**config.mk**
```make
export PLATFORM = sky130hd
export DESIGN_NAME = spi_host_ctrl
export DESIGN_NICKNAME = d
export VERILOG_FILES = /design/src/rtl/spi_host_pkg.sv /design/src/rtl/spi_host_shifter.sv /design/src/rtl/spi_host_regs.sv /design/src/rtl/spi_host_ctrl.sv
export SDC_FILE = /design/constraint.sdc
export NUM_CORES = 1
export LEC_CHECK = 0
export ABC_AREA = 0
export BUFFER_PORTS_ARGS = -buffer_cell sky130_fd_sc_hd__buf_2
export CELL_PAD_IN_SITES_DETAIL_PLACEMENT = 0
export CELL_PAD_IN_SITES_GLOBAL_PLACEMENT = 2
export CORE_ASPECT_RATIO = 0.8
export CORE_MARGIN = 1
export CORE_UTILIZATION = 30
export CTS_CLUSTER_DIAMETER = 80
export DETAILED_ROUTE_END_ITERATION = 10
export GPL_TIMING_DRIVEN = 1
export PLACE_DENSITY_LB_ADDON = 0.1
export SETUP_SLACK_MARGIN = 0.05
export SLEW_MARGIN = 20
export SYNTH_ARGS = -nofsm -noshare
export SYNTH_HDL_FRONTEND = slang
export SYNTH_SLANG_ARGS = --single-unit
```
**constraint.sdc**
```tcl
create_clock -name clk -period 1.9 [get_ports clk]
set_input_delay 0.38 -clock clk [delete_from_list [all_inputs] [get_ports clk]]
set_output_delay 0.38 -clock clk [all_outputs]
set_load 0.005 [all_outputs]
```
**src/rtl/spi_host_pkg.sv**
```systemverilog
// Shared register offsets and flag positions for the SPI master.
// Assumes a 5-bit byte-offset bus address; positions are part of the host contract.
package spi_host_pkg;
    localparam logic [4:0] OFS_RXD  = 5'd0;
    localparam logic [4:0] OFS_TXD  = 5'd4;
    localparam logic [4:0] OFS_STAT = 5'd8;
    localparam logic [4:0] OFS_CTRL = 5'd12;
    localparam logic [4:0] OFS_SEL  = 5'd20;

    localparam int B_ROE   = 3;
    localparam int B_TOE   = 4;
    localparam int B_TMT   = 5;
    localparam int B_TRDY  = 6;
    localparam int B_RRDY  = 7;
    localparam int B_ERR   = 8;
    localparam int B_FORCE = 10;

    localparam logic [31:0] CTRL_WMASK = 32'h0000_05D8;
endpackage

```
**src/rtl/spi_host_shifter.sv**
```systemverilog
// Mode-0 shift engine: shifts one DATA_W word out MSB first and in on rising edges.
// Assumes start is only meaningful while busy is low; each clock level lasts CLK_DIV cycles.
module spi_host_shifter #(
    parameter int DATA_W  = 8,
    parameter int CLK_DIV = 2
) (
    input  logic              clk,
    input  logic              rst_n,
    input  logic              start,
    input  logic [DATA_W-1:0] tx_word,
    input  logic              miso,
    output logic              busy,
    output logic              sclk,
    output logic              mosi,
    output logic              done,
    output logic [DATA_W-1:0] rx_word
);
    localparam int DIV_W = (CLK_DIV > 1) ? $clog2(CLK_DIV) : 1;
    localparam int CNT_W = $clog2(DATA_W);
    localparam logic [DIV_W-1:0] DIV_LAST = DIV_W'(CLK_DIV - 1);
    localparam logic [CNT_W-1:0] BIT_LAST = CNT_W'(DATA_W - 1);

    logic [DIV_W-1:0]  div_cnt;
    logic [CNT_W-1:0]  bit_cnt;
    logic [DATA_W-1:0] tx_sh;
    logic [DATA_W-1:0] rx_sh;

    // Half-period pacing, edge generation, bit shifting and end-of-word pulse.
    always_ff @(posedge clk) begin
        if (!rst_n) begin
            busy    <= 1'b0;
            sclk    <= 1'b0;
            done    <= 1'b0;
            div_cnt <= '0;
            bit_cnt <= '0;
            tx_sh   <= '0;
            rx_sh   <= '0;
        end else begin
            done <= 1'b0;
            if (!busy) begin
                if (start) begin
                    busy    <= 1'b1;
                    sclk    <= 1'b0;
                    tx_sh   <= tx_word;
                    div_cnt <= '0;
                    bit_cnt <= '0;
                end
            end else if (div_cnt == DIV_LAST) begin
                div_cnt <= '0;
                if (!sclk) begin
                    sclk  <= 1'b1;
                    rx_sh <= {rx_sh[DATA_W-2:0], miso};
                end else begin
                    sclk <= 1'b0;
                    if (bit_cnt == BIT_LAST) begin
                        busy <= 1'b0;
                        done <= 1'b1;
                    end else begin
                        bit_cnt <= bit_cnt + 1'b1;
                        tx_sh   <= {tx_sh[DATA_W-2:0], 1'b0};
                    end
                end
            end else begin
                div_cnt <= div_cnt + 1'b1;
            end
        end
    end

    assign mosi    = tx_sh[DATA_W-1];
    assign rx_word = rx_sh;


    idle_sclk_low_chk: assert property (@(posedge clk) disable iff (!rst_n)
        !busy |-> !sclk);

    mosi_hold_chk: assert property (@(posedge clk) disable iff (!rst_n)
        (busy && $rose(sclk)) |-> $stable(mosi));

    done_after_fall_chk: assert property (@(posedge clk) disable iff (!rst_n)
        done |-> ($past(sclk) && !sclk));
endmodule

```
**src/rtl/spi_host_regs.sv**
```systemverilog
// Register file: transmit holding word, receive latch, status flags, control, select mask, interrupt.
// Assumes one bus access per cycle; reads have a side effect only at the receive-data offset.
module spi_host_regs
    import spi_host_pkg::*;
#(
    parameter int DATA_W  = 8,
    parameter int NUM_SEL = 16
) (
    input  logic               clk,
    input  logic               rst_n,
    input  logic               bus_en,
    input  logic               bus_we,
    input  logic [4:0]         bus_addr,
    input  logic [31:0]        bus_wdata,
    output logic [31:0]        bus_rdata,
    input  logic               shift_busy,
    input  logic               word_done,
    input  logic [DATA_W-1:0]  rx_word,
    output logic               start,
    output logic [DATA_W-1:0]  tx_word,
    output logic               force_sel,
    output logic [NUM_SEL-1:0] sel_mask,
    output logic               tmt,
    output logic               irq
);
    logic              hold_vld;
    logic [DATA_W-1:0] hold_q;
    logic [DATA_W-1:0] rx_q;
    logic              rx_rdy;
    logic              rx_ovr;
    logic              tx_ovr;
    logic [31:0]       ctrl_q;
    logic [31:0]       status;

    logic tx_wr, st_wr, ctrl_wr, sel_wr, rx_rd;

    // Decode of the bus strobe into per-register write and read events.
    always_comb begin
        tx_wr   = bus_en &&  bus_we && (bus_addr == OFS_TXD);
        st_wr   = bus_en &&  bus_we && (bus_addr == OFS_STAT);
        ctrl_wr = bus_en &&  bus_we && (bus_addr == OFS_CTRL);
        sel_wr  = bus_en &&  bus_we && (bus_addr == OFS_SEL);
        rx_rd   = bus_en && !bus_we && (bus_addr == OFS_RXD);
    end

    assign start   = hold_vld && !shift_busy;
    assign tx_word = hold_q;
    assign tmt     = !hold_vld && !shift_busy;

    // Transmit holding register: accept when empty, flag overrun when full, hand over on start.
    always_ff @(posedge clk) begin
        if (!rst_n) begin
            hold_vld <= 1'b0;
            hold_q   <= '0;
        end else begin
            if (start)
                hold_vld <= 1'b0;
            if (tx_wr && !hold_vld) begin
                hold_vld <= 1'b1;
                hold_q   <= bus_wdata[DATA_W-1:0];
            end
        end
    end

    // Receive latch and the two error flags; a set in the same cycle wins over a status-write clear.
    always_ff @(posedge clk) begin
        if (!rst_n) begin
            rx_q   <= '0;
            rx_rdy <= 1'b0;
            rx_ovr <= 1'b0;
            tx_ovr <= 1'b0;
        end else begin
            if (st_wr) begin
                rx_ovr <= 1'b0;
                tx_ovr <= 1'b0;
            end
            if (tx_wr && hold_vld)
                tx_ovr <= 1'b1;
            if (word_done) begin
                rx_q   <= rx_word;
                rx_rdy <= 1'b1;
                if (rx_rdy && !rx_rd)
                    rx_ovr <= 1'b1;
            end else if (rx_rd) begin
                rx_rdy <= 1'b0;
            end
        end
    end

    // Control and select-mask storage.
    always_ff @(posedge clk) begin
        if (!rst_n) begin
            ctrl_q   <= '0;
            sel_mask <= '0;
        end else begin
            if (ctrl_wr)
                ctrl_q <= bus_wdata & CTRL_WMASK;
            if (sel_wr)
                sel_mask <= bus_wdata[NUM_SEL-1:0];
        end
    end

    // Status word assembly.
    always_comb begin
        status         = '0;
        status[B_ROE]  = rx_ovr;
        status[B_TOE]  = tx_ovr;
        status[B_TMT]  = tmt;
        status[B_TRDY] = !hold_vld;
        status[B_RRDY] = rx_rdy;
        status[B_ERR]  = rx_ovr || tx_ovr;
    end

    assign force_sel = ctrl_q[B_FORCE];
    assign irq = |(status & ctrl_q & ~(32'd1 << B_FORCE));

    // Read multiplexer by byte offset.
    always_comb begin
        case (bus_addr)
            OFS_RXD:  bus_rdata = 32'(rx_q);
            OFS_STAT: bus_rdata = status;
            OFS_CTRL: bus_rdata = ctrl_q;
            OFS_SEL:  bus_rdata = 32'(sel_mask);
            default:  bus_rdata = '0;
        endcase
    end


    rx_read_clears_chk: assert property (@(posedge clk) disable iff (!rst_n)
        (rx_rd && !word_done) |=> !rx_rdy);

    rx_overrun_set_chk: assert property (@(posedge clk) disable iff (!rst_n)
        (word_done && rx_rdy && !rx_rd) |=> rx_ovr);

    tx_overrun_set_chk: assert property (@(posedge clk) disable iff (!rst_n)
        (tx_wr && hold_vld) |=> tx_ovr);

    status_clear_chk: assert property (@(posedge clk) disable iff (!rst_n)
        (st_wr && !word_done && !tx_wr) |=> (!rx_ovr && !tx_ovr));
endmodule

```
**src/rtl/spi_host_ctrl.sv**
```systemverilog
// Top of the register-mapped SPI master: joins the register file, shift engine and select gating.
// Assumes a single clock domain and a synchronous active-low reset; DATA_W is 8 or 16.
module spi_host_ctrl #(
    parameter int DATA_W  = 8,
    parameter int NUM_SEL = 16,
    parameter int CLK_DIV = 2
) (
    input  logic               clk,
    input  logic               rst_n,
    input  logic               bus_en,
    input  logic               bus_we,
    input  logic [4:0]         bus_addr,
    input  logic [31:0]        bus_wdata,
    output logic [31:0]        bus_rdata,
    output logic               sclk,
    output logic               mosi,
    input  logic               miso,
    output logic [NUM_SEL-1:0] ss_n,
    output logic               irq
);
    logic              busy, done, start, force_sel, tmt;
    logic [DATA_W-1:0] tx_word, rx_word;
    logic [NUM_SEL-1:0] sel_mask;

    spi_host_regs #(.DATA_W(DATA_W), .NUM_SEL(NUM_SEL)) u_regs (
        .clk(clk), .rst_n(rst_n),
        .bus_en(bus_en), .bus_we(bus_we), .bus_addr(bus_addr),
        .bus_wdata(bus_wdata), .bus_rdata(bus_rdata),
        .shift_busy(busy), .word_done(done), .rx_word(rx_word),
        .start(start), .tx_word(tx_word), .force_sel(force_sel),
        .sel_mask(sel_mask), .tmt(tmt), .irq(irq)
    );

    spi_host_shifter #(.DATA_W(DATA_W), .CLK_DIV(CLK_DIV)) u_shift (
        .clk(clk), .rst_n(rst_n), .start(start), .tx_word(tx_word),
        .miso(miso), .busy(busy), .sclk(sclk), .mosi(mosi),
        .done(done), .rx_word(rx_word)
    );

    // Select gating: masked lines go low while shifting or while forced.
    assign ss_n = ~(sel_mask & {NUM_SEL{force_sel | busy}});


    empty_low_busy_chk: assert property (@(posedge clk) disable iff (!rst_n)
        busy |-> !tmt);

    release_after_word_chk: assert property (@(posedge clk) disable iff (!rst_n)
        ($fell(busy) && !force_sel) |-> (&ss_n));
endmodule

```
### Word-level counts from Yosys, hierarchy flattened

Cells that the tools add are included.

| word-level totals | value |
|---|---|
| register bits | 65 |
| bits of input ports | 42 |
| output and inout bits | 51 |
| logic and storage cells | 88 |

| cells by class | value |
|---|---|
| $add $sub $neg | 2 |
| equal/unequal tests | 8 |
| mux-type cells | 31 |
| bitwise gates (word level) | 5 |
| reduce and logical (&&, ||, !) cells | 27 |

Operator list:

| operator | number |
|---|---|
| $pmux 16 s4 | 1 |
| $mux 8 | 5 |
| $reduce_or 31->1 | 1 |
| $mux 1 | 20 |
| $and 16x16->16 | 1 |
| $not 16->16 | 1 |
| $mux 3 | 5 |
| $logic_and 1x1->1 | 12 |
| $eq 5x4->1 const B | 2 |
| $and 9x9->9 | 1 |
| $reduce_and 4->1 | 2 |
| $reduce_bool 2->1 | 4 |
| $ne 2x2->1 const B | 3 |
| $eq 5x3->1 const B | 1 |
| $eq 5x5->1 const B | 1 |
| $logic_not 5->1 | 1 |
| $logic_not 1->1 | 4 |
| $add 3x1->3 const B | 1 |
| $eq 3x3->1 const B | 1 |
| $reduce_and 3->1 | 1 |
| $reduce_and 2->1 | 1 |
| $add 1x1->1 const B | 1 |
| $logic_or 1x1->1 | 1 |
| $not 1->1 | 1 |
| $or 1x1->1 | 1 |

### Depth between registers and ports, before layout

| logic depth | value |
|---|---|
| word-level depth | 7 |
| mapped depth | 6 |
| depth with buffers taken out | 5 |

### By module

A second synthesis with hierarchy kept.

| unflattened totals | value |
|---|---|
| cells, all modules | 342 |
| area, all modules | 3238.1 um^2 |

Modules (own cells, without submodules):

| module | instances | cells each | area each (um^2) | sequential area each (um^2) |
|---|---|---|---|---|
| spi_host_regs | 1 | 231 | 2093.3 | 840.8 |
| spi_host_shifter | 1 | 93 | 1004.7 | 460.4 |
| spi_host_ctrl | 1 | 18 | 140.1 | 0.0 |

### Least setup slack after synthesis

OpenSTA, ideal clock, no wires.

| path | value |
|---|---|
| kind | in2out |
| start | in bus_addr[1] |
| end | out bus_rdata[1] |
| data arrival time | 1.407 ns |
| required time | 1.520 ns |
| path slack | 0.113 ns |
| cell stages on the path | 4 |
| buffers on the path | 1 |
| cells stage by stage | or3b_4 nor3b_4 buf_4 a22o_1 |

| on the way | value |
|---|---|
| cells in the longest elaborated chain, start to end | 2 |
| elaborated cells on any way between the ends | 5 |
| those cells by class | eq/ne: 3; mux: 1; reduce/logical: 1 |

Ends and longest elaborated chain:

| what | line | text |
|---|---|---|
| from (decl) | spi_host_ctrl.sv:12 | `input logic [4:0] bus_addr,` |
| $eq 5x5->1 (tied with other cells) | spi_host_regs.sv:119 | `case (bus_addr)` |
| $pmux 16 s4 (*) | spi_host_regs.sv:119 |  |
| to (decl) | spi_host_ctrl.sv:14 | `output logic [31:0] bus_rdata,` |

Mark *: on every way between the ends. The rest lies on a longest branch, timed or not.

### Final worst setup path

| path | value |
|---|---|
| start | in bus_addr[4] |
| end | out bus_rdata[5] |

Same word-level chain as after synthesis.

==> impl_results.md <==
* Status: finished with violations
* Failing checks: negative setup slack
* Hold Fails Final Rpt at 0
* Ys flop type: dfxtp_1
* Crit path required time at roughly 1.5 ns
* Clock power frac at 0.514
* Clock latency on the worst-skew pair at between 0.3 and 0.4 ns
* Final setup margin at -0.0579 ns
* Antenna Violating Nets Remaining at 0
* Total power at 3.15 mW
* Layout cell share with drive strength beyond 1 at 0.287
* Critical path peak fanout at 8
* Worst Path Arrival at approximately 1.6 ns
* Cell taking the most area after synthesis: dfxtp_1
* WHS at 0.300 ns
* Vias per Instance at 4.54
* Vias in the first global route at ~2,400
* Net Sw Frac at 0.211
* Post-CTS Hold Fix Bufs at 0
* H-tree depth at 3
* Critical path endpoint category: output port
* Most common cell in the netlist: nand2_1
* Final slew viol count at 0
* Reg2reg path depth at 5
* Max frequency at roughly 510 MHz
* Lkg Pwr at approximately 1.7 nW
* Filler Cell Count at 1,069
* Setup violations, final at 16
* Kind of critical path: input port to output port
* Critical path depth at 7
* Clk sinks at 65
* Setup Skew at between 0.003 and 0.004 ns
* Worst hold path class: input port to flip-flop
* Crit path top cell by count: buf_6
* Vias at about 2,600
* Area of the multi-input gates at approximately 1700 um^2
* Peak VDD IR at roughly 440 uV
* WL/cell at ~14 um
* Seq cells post-synth at 65
* Crit path buffers/inverters at 4
* Slew @ Worst Pin at ~0.55 ns
* Die width at ~120 um
* RSZ-0062 raised after global routing: true
* Initial Util at 0.307
* First-pass DRT Iterations at 4
* Post-synth EDFFs at 0
* First-pass GRT wire length at ~13 mm
* Max Buffers Root-to-Sink at 2
* Setup TNS at -0.585 ns
* Async S/R FF share, synth at 0
* Crit share post-route at 1.03
* P&R area growth vs syn at 29.7%
* CTS Buf Count at 9
* Cell chain of the critical path: buf_8, buf_6, or3b_4, nor3b_4, buf_6, a221o_1, buf_2
* Mean Syn Cell Area at around 9 um^2
* Critical Path Source Type: input port
* P per Cell Area at approximately 770 nW/um^2
* Final WL at ~7.9 mm
* Non-filler instance count after layout at 565
* Root buffer cell: clkbuf_16
* Power Internal at between 2 and 2.5 mW
* Min-Delay Path Depth at 3
* Gr usage total at 0.156
* Crit path time final at just under 2 ns
* Crit path max-delay family: simple AND/OR/NAND/NOR gates
* Synth area leaders: dfxtp_1 (41%), mux2i_1 (17%), nand2_1 (9.2%)
* Antenna violations before repair at 0
* Syn Inst Count at 349
* Slowest CP cell: or3b_4
* CTS tree: built
* Chip height at ~94 um
* Largest net degree at the start of global routing at 35
* Routability Congestion at between 0.7 and 0.8
* DRT iter0 DRCs at between 60 and 70
* Synth cell count leaders: nand2_1 (77), dfxtp_1 (65), mux2i_1 (53), buf_4 (19), nor2b_1 (19)
* Residual DRC at 0
* Diode count at 0
* Core area at ~10,000 um^2
* Max-Cap Viols at 0
* Largest stage delay, worst path at roughly 0.4 ns
* Relative slew margins at 0.635
* Psw at about 0.66 mW
* Clk pin slew, worst setup/hold paths at approximately 0.050 ns
* Post-DP HPWL at ~5.8 mm
* FF/Latch Area at 1300 um^2
* Final core utilization at 0.399
* Post-synthesis cell area at between 3000 and 4000 um^2
* I/O pins at a little over 90
* Port bufs at 60
* Ys Warns at 0
* Combinational Power Share at 0.051
* DIE AREA at 10,900 um^2
* Layout net count at around 460
* Post-Place Cells at about 550
* GRT overflow at 0
* Library cells used by synthesis at 43
* Yosys top cell area share at 0.413
* Register area share after synthesis at 0.413
* Floorplan row count at 33
* Sequential Power Share at 0.435
final timing paths:
path	startpoint	slack [ns]	endpoint
worst max-delay path	bus_addr[4]	-0.06	bus_rdata[5]
worst min-delay path	bus_wdata[9]	0.30	u_regs.sel_mask[9]$_SDFFE_PN0P_
worst max register to register	u_shift.bit_cnt[0]$_SDFFE_PN0P_	0.18	u_shift.tx_sh[6]$_SDFFE_PN0P_
worst min register to register	u_regs.tx_word[1]$_SDFFE_PN0P_	0.46	u_regs.tx_word[1]$_SDFFE_PN0P_
worst register-to-register path, delay by kind of cell, from the launching register on:
kind,cells,cell delay (ns)
simple gates,2,0.69
flops,1,0.34
fa+ha+maj,2,0.34
compound gates,1,0.24
sequential cells by signal, summed over array words and instances (netlist names):
signal	flops
u_shift.sclk	1
u_shift.bit_cnt	3
u_regs.ctrl_q	6
u_regs.tx_word	8
u_regs.tx_ovr	1
u_regs.sel_mask	16
u_shift.tx_sh	8
u_shift.busy	1
u_regs.rx_q	8
u_regs.rx_rdy	1
u_regs.hold_vld	1
u_shift.div_cnt	1
u_shift.rx_word	8
u_shift.done	1
u_regs.rx_ovr	1
metrics by stage:
stage	instance area (um^2)	setup WS, ns
after CTS	4010	-0.0813
after global routing	4080	-0.114
after floorplan	3200	0.113
after detailed placement	3660	-0.158
final	4080	-0.0579
after global placement	3660	-0.158
layer usage:
metal / track usage / up-vias / share of wire
met5: 0 / - / 0
li1: - / 1307 / -
met4: 0.0601 / 0 / 0.015
met2: 0.238 / 50 / 0.45
met3: 0.0434 / 10 / 0.039
met1: 0.206 / 1197 / 0.50
cell usage in the layout, fill, tap and decap left out, types with 2 or more instances in the layout:
master,instances
nor2b_1,19
a211o_1,4
buf_6,10
conb_1,16
nand2_1,77
nor2_1,2
nand2b_1,3
a22o_1,4
and3_1,2
dfxtp_1,65
nand3_1,2
and2_4,6
o211a_1,7
nand4b_1,2
mux2i_1,53
buf_2,53
clkbuf_16,9
clkinv_2,2
clkbuf_1,3
nor3_1,4
ha_1,2
o21ai_0,17
a21boi_0,2
nor4b_2,4
or2_2,2
a21oi_1,5
inv_1,2
buf_12,2
nand3b_1,2
buf_4,22
cells by family (layout without fill, tap and decap cells):
logic type               after synthesis  after routing  synth area share
AND/OR/NAND/NOR                      137            137             0.226
adder cells (fa/ha/maj)                2              2           0.00795
AO/OA/AOI/OAI                         46             46             0.102
flip-flops                            65             65             0.413
other                                  1             16           0.00119
multiplexers                          53             53             0.169
buffers and inverters                 45            106            0.0811
final cells by class:
| class | instances | share of cell area |
|---|---|---|
| inverters | 2 | 0.00184 |
| multi-input cells | 254 | 0.419 |
| clock inverters | 3 | 0.00981 |
| repair buffers | 88 | 0.146 |
| well taps | 140 | 0.0429 |
| clock buffers | 13 | 0.0613 |
| flip-flops and latches | 65 | 0.319 |
power groups by stage:
| stage | Combinational [mW] | Sequential, mW | Clock, mW |
|---|---|---|---|
| 2_1_floorplan | 0.103 | 1.40 | 0 |
| 3_3_place_gp | 0.150 | 1.40 | 0 |
| 3_5_place_dp | 0.151 | 1.40 | 0 |
| 4_1_cts | 0.160 | 1.37 | 1.68 |
| 5_1_grt | 0.178 | 1.37 | 1.74 |
| 6_report | 0.160 | 1.37 | 1.62 |
repair_timing:
action / in CTS / in global routing
pin swaps: 16 / 4
resized for setup: 11 / 16
gates cloned: 0 / 0
buffers inserted: 1 / 0
setup endpoints to repair: 23 / 16
(Power assumes the default switching activity.)
